**config.mk**
```make
export PLATFORM = sky130hd
export DESIGN_NAME = half_to_single
export DESIGN_NICKNAME = d
export VERILOG_FILES = /design/src/rtl/h2s_pkg.sv /design/src/rtl/h2s_ctrl.sv /design/src/rtl/h2s_datapath.sv /design/src/rtl/half_to_single.sv
export SDC_FILE = /design/constraint.sdc
export NUM_CORES = 1
export LEC_CHECK = 0
export ABC_AREA = 1
export ABC_CLOCK_PERIOD_IN_PS = 4200
export BUFFER_PORTS_ARGS = -buffer_cell sky130_fd_sc_hd__buf_2
export CAP_MARGIN = 25
export CORE_ASPECT_RATIO = 1.5
export CORE_MARGIN = 2
export CORE_UTILIZATION = 55
export CTS_BUF_LIST = sky130_fd_sc_hd__clkbuf_8
export CTS_CLUSTER_SIZE = 25
export DETAILED_ROUTE_END_ITERATION = 12
export PLACE_DENSITY = 0.86
export SYNTH_ARGS = -nofsm -noshare
export SYNTH_HDL_FRONTEND = slang
export SYNTH_SLANG_ARGS = --single-unit
```
**constraint.sdc**
```tcl
create_clock -name clk -period 4.2 [get_ports clk]
set_input_delay 1.05 -clock clk [delete_from_list [all_inputs] [get_ports clk]]
set_output_delay 1.05 -clock clk [all_outputs]
set_load 0.01 [all_outputs]
```
**src/rtl/h2s_pkg.sv**
```systemverilog
package h2s_pkg;
  typedef struct packed {
    logic load;
  } ctrlStrobeT;
endpackage

```
**src/rtl/h2s_ctrl.sv**
```systemverilog
module h2s_ctrl
  import h2s_pkg::*;
(
  input  logic       clk,
  input  logic       rstN,
  input  logic       inValid,
  output ctrlStrobeT strobe,
  output logic       outValid
);
  always_comb strobe.load = inValid;

  always_ff @(posedge clk) begin
    if (!rstN) outValid <= 1'b0;
    else       outValid <= inValid;
  end

  AST_VALID_LATENCY: assert property (@(posedge clk) disable iff (!rstN)
    inValid |=> outValid);
  AST_VALID_DROP: assert property (@(posedge clk) disable iff (!rstN)
    !inValid |=> !outValid);
endmodule

```
**src/rtl/h2s_datapath.sv**
```systemverilog
module h2s_datapath
  import h2s_pkg::*;
#(
  parameter int EXP_IN  = 5,
  parameter int MAN_IN  = 10,
  parameter int EXP_OUT = 8,
  parameter int MAN_OUT = 23,
  localparam int IN_W  = 1 + EXP_IN + MAN_IN,
  localparam int OUT_W = 1 + EXP_OUT + MAN_OUT
)(
  input  logic             clk,
  input  logic             rstN,
  input  ctrlStrobeT       strobe,
  input  logic [IN_W-1:0]  inWord,
  output logic [OUT_W-1:0] outWord
);
  localparam int BIAS_DIFF = (2 ** (EXP_OUT - 1)) - (2 ** (EXP_IN - 1));
  localparam int PAD_W = MAN_OUT - MAN_IN;
  localparam int LZ_W = $clog2(MAN_IN + 1);
  localparam logic [EXP_OUT-1:0] BIAS_ADJ = EXP_OUT'(BIAS_DIFF);

  logic               sgn;
  logic [EXP_IN-1:0]  expIn;
  logic [MAN_IN-1:0]  manIn;
  logic [LZ_W-1:0]    lzCnt;
  logic [MAN_IN-1:0]  normMan;
  logic [EXP_OUT-1:0] expNext;
  logic [MAN_IN-1:0]  manNext;
  logic [OUT_W-1:0]   wordNext;

  assign sgn   = inWord[IN_W-1];
  assign expIn = inWord[IN_W-2 -: EXP_IN];
  assign manIn = inWord[MAN_IN-1:0];

  // leading-zero count: highest set bit wins
  always_comb begin
    lzCnt = LZ_W'(MAN_IN);
    for (int i = 0; i < MAN_IN; i++) begin
      if (manIn[i]) lzCnt = LZ_W'(MAN_IN - 1 - i);
    end
  end

  assign normMan = manIn << (lzCnt + 1'b1);

  always_comb begin
    if (expIn == '1) begin
      expNext = '1;
      manNext = manIn;
    end else if (expIn == '0) begin
      if (manIn == '0) begin
        expNext = '0;
        manNext = '0;
      end else begin
        expNext = BIAS_ADJ - EXP_OUT'(lzCnt);
        manNext = normMan;
      end
    end else begin
      expNext = EXP_OUT'(expIn) + BIAS_ADJ;
      manNext = manIn;
    end
  end

  assign wordNext = {sgn, expNext, manNext, {PAD_W{1'b0}}};

  always_ff @(posedge clk) begin
    if (!rstN)            outWord <= '0;
    else if (strobe.load) outWord <= wordNext;
  end

  AST_SIGN_COPY: assert property (@(posedge clk) disable iff (!rstN)
    strobe.load |=> outWord[OUT_W-1] == $past(inWord[IN_W-1]));
  AST_LOW_BITS_ZERO: assert property (@(posedge clk) disable iff (!rstN)
    strobe.load |=> outWord[PAD_W-1:0] == '0);
  AST_INF_NAN: assert property (@(posedge clk) disable iff (!rstN)
    (strobe.load && expIn == '1) |=>
      (outWord[OUT_W-2 -: EXP_OUT] == '1 &&
       outWord[MAN_OUT-1 -: MAN_IN] == $past(manIn)));
  AST_ZERO_CLEAR: assert property (@(posedge clk) disable iff (!rstN)
    (strobe.load && expIn == '0 && manIn == '0) |=>
      outWord[OUT_W-2:0] == '0);
  AST_HOLD_IDLE: assert property (@(posedge clk) disable iff (!rstN)
    !strobe.load |=> $stable(outWord));
endmodule

```
**src/rtl/half_to_single.sv**
```systemverilog
module half_to_single
  import h2s_pkg::*;
#(
  parameter int EXP_IN  = 5,
  parameter int MAN_IN  = 10,
  parameter int EXP_OUT = 8,
  parameter int MAN_OUT = 23
)(
  input  logic                           clk,
  input  logic                           rstN,
  input  logic                           inValid,
  input  logic [EXP_IN+MAN_IN:0]         inHalf,
  output logic                           outValid,
  output logic [EXP_OUT+MAN_OUT:0]       outSingle
);
  ctrlStrobeT strobe;

  h2s_ctrl uCtrl (
    .clk      (clk),
    .rstN     (rstN),
    .inValid  (inValid),
    .strobe   (strobe),
    .outValid (outValid)
  );

  h2s_datapath #(
    .EXP_IN  (EXP_IN),
    .MAN_IN  (MAN_IN),
    .EXP_OUT (EXP_OUT),
    .MAN_OUT (MAN_OUT)
  ) uData (
    .clk     (clk),
    .rstN    (rstN),
    .strobe  (strobe),
    .inWord  (inHalf),
    .outWord (outSingle)
  );
endmodule

```
==> results.json <==
{
  "cp_slowest_cell": "ha_1",
  "ctsHoldBuffers": 0,
  "drt-pass1-iter-count": 4,
  "clockRootBuffer": "clkbuf_8",
  "worst_slack_ps": 1229,
  "status": "complete, no violations",
  "pin_count": 52,
  "required_ps": 4340,
  "crit_end": "uData.outWord[13]",
  "clk_pin_slew_ps": 70,
  "fin_skew_ps": 0,
  "overflow": 0,
  "die_h_um": 68.92,
  "maxCapViolCount": 0,
  "end_kind": "flop",
  "fillerInstances": 267,
  "crit_chain": "buf_2 -> inv_2 -> nand2_1 -> nand2_1 -> nand2_1 -> nand2_1 -> nand2_1 -> nand2_2 -> nand2_4 -> nand2_4 -> inv_1 -> ha_1 -> inv_1 -> nand4_2 -> nor2_1 -> a211oi_1 -> nor2_1",
  "final_antenna_net_count": 0,
  "crit-reg2reg-capture": "uData.outWord[21]",
  "wire_per_inst_um": 12.31,
  "synth_cell_types": 31,
  "num_rows": 23,
  "gp_congestion": 0.9595,
  "ys_top_cells_by_area": "dfxtp_1 (25%), nand2_1 (10%), nand3_1 (9.7%)",
  "cp-start-kind": "input port",
  "drc": 0,
  "synth_top_area_share": 0.2462,
  "max-slew-margin-rel": 0.6191,
  "pre_cts_ws_ps": 1008,
  "synth_top_cell_by_area": "dfxtp_1",
  "final_nets": 286,
  "startpoint": "inHalf[1]",
  "cts.sinks": 19,
  "cts_buffers": 3,
  "max_stage_delay_ps": 500,
  "area_delta_synth_final_pct": 10.36,
  "core-area_um2": 2676,
  "cp.depth": 17,
  "p_leak_uw": 0.0008806,
  "diodes": 0,
  "grt_pass1_wl_um": 6023,
  "routed_wl_um": 3705,
  "hpwl_um": 2873,
  "finalSetupViolCount": 0,
  "fin_setup_tns_ps": 0,
  "syn_area_per_cell_um2": 6.660,
  "irDropWorstVdd_uv": 222.8,
  "crit_family": "simple AND/OR/NAND/NOR gates",
  "cpMostUsedCell": "nand2_1",
  "die_x_um": 47.28,
  "yosysSeqAreaShare": 0.2462,
  "htreeDepth": 1,
  "die_area_um2": 3258,
  "vias": 1609,
  "cts_resized": 0,
  "track_usage": 0.2524,
  "clk_path_buf_depth": 2,
  "cts_tree": "done",
  "clk_latency_ps": 250,
  "ys_warn_count": 0,
  "worstSetupPathType": "in2reg",
  "drive_above_1_share": 0.2462,
  "min_period_ps": 2971,
  "maxSlewViolCount": 0,
  "crit_buf_inv": 4,
  "hp-class": "reg2reg",
  "initial_core_util": 0.5774,
  "reg2reg_from": "uData.outWord[21]",
  "rsz0062_at_grt": "no",
  "clock.fmax_mhz": 336.6,
  "reg2reg_depth": 2,
  "vias_per_cell": 5.346,
  "finalCritPeriodShare": 0.7074,
  "detail_route.iter0.violations": 80,
  "hold_viol": 0,
  "tightest_slew_ps": 569.6,
  "antenna_found_initial": 0,
  "ys_seq_elements": 19,
  "worst-r2r-setup-slack_ps": 3540,
  "postCtsSetupBuffers": 0,
  "syn_inst": 232,
  "pwr_density_cell_nw_per_um2": 273.1,
  "crit_fanout": 13,
  "arrival_ps": 3110,
  "grt_max_degree": 25,
  "synthesis.area_um2": 1545,
  "io_buffers": 38,
  "grt_pass1_vias": 1374
}
## synth_stat cells
cell,number
o21a_1,1
a21oi_2,4
nand4_1,4
o311ai_0,1
nand4_2,1
nand2_2,4
a21oi_1,22
xnor2_4,1
clkbuf_1,4
dfxtp_1,19
a211oi_1,1
nand3_1,30
nor2_4,1
inv_1,22
a31oi_1,3
o21ai_0,18
nand2_4,5
buf_4,14
nand3_2,1
a21boi_0,1
nand3_4,1
buf_6,1
nor3_1,3
buf_12,1
nor2_1,14
clkbuf_4,2
conb_1,1
inv_2,6
o211ai_1,3
ha_1,2
nand2_1,41
## report_power, final
group,internal [uW],switching [uW]
Sequential,193,5.50
Combinational,49.3,94.7
Clock,65.0,58.3
Total,307,159
## flip-flops by register name (all words and copies together), names as in the netlist
name and cells:
uCtrl.outValid 1, uData.outWord 18
## worst reg2reg max path, stage by stage (launching register included)
cell and delay (ps):
dfxtp_1 320, o21ai_0 190, a21oi_2 40
## layer usage
| metal | track usage | part of all wire | vias to the layer above |
|---|---|---|---|
| li1 | - | - | 812 |
| met1 | 0.3222 | 0.43 | 720 |
| met2 | 0.4105 | 0.49 | 73 |
| met3 | 0.03385 | 0.066 | 4 |
| met5 | 0 | 0 | - |
| met4 | 0.1111 | 0.011 | 0 |
## worst min-delay path by stage
stage | startpoint | end | slack (ps) | depth (start not counted)
final | uData.outWord[27] | uData.outWord[27] | 480 | 2
after global routing | uData.outWord[27] | uData.outWord[27] | 520 | 2
after CTS | uData.outWord[27] | uData.outWord[27] | 480 | 2
after detailed placement | uData.outWord[27] | uData.outWord[27] | 470 | 2
after global placement | uData.outWord[27] | uData.outWord[27] | 470 | 2
after floorplan | uData.outWord[27] | uData.outWord[27] | 490 | 2
## cell type report
type | instances | area [um^2] | share of cell area
repair buffers | 38 | 190.2 | 0.1115
well taps | 37 | 46.29 | 0.02715
multi-input cells | 175 | 938.4 | 0.5503
clock inverters | 1 | 3.754 | 0.002201
clock buffers | 3 | 41.29 | 0.02421
inverters | 28 | 105.1 | 0.06163
flip-flops and latches | 19 | 380.4 | 0.2230
## stage by stage
step | total power [uW] | std cells | utilization | hold slack [ps] | cell area (um^2)
6_report | 465.7 | 301 | 0.6372 | 477.3 | 1705
5_1_grt | 495.3 | 301 | 0.6372 | 522.4 | 1705
4_1_cts | 468.0 | 301 | 0.6372 | 480.9 | 1705
3_5_place_dp | 344.0 | 297 | 0.6204 | 469.7 | 1660
3_3_place_gp | 342.5 | 297 | 0.6204 | 466.4 | 1660
2_1_floorplan | 316.6 | 244 | - | 494.7 | 1590
## placed cells by master (no fill, tap or decap), types with 4 or more instances in the layout
cell type,instances
nand2_4,5
nand4_1,4
inv_2,6
inv_1,23
nand2_1,41
a21oi_2,4
nor2_1,14
nand3_1,30
conb_1,13
nand2_2,4
o21ai_0,18
buf_2,38
a21oi_1,22
dfxtp_1,19
## cell families (layout without fill, tap and decap cells)
family	Yosys count	after routing	share of synthesized area
fa+ha+maj	2	2	0.01619
compound gates	54	54	0.1992
buf+inv	50	70	0.1757
flops	19	19	0.2462
other cells	1	13	0.002427
simple gates	105	105	0.3425
xor+xnor	1	1	0.01782
(Power assumes the default switching activity.)
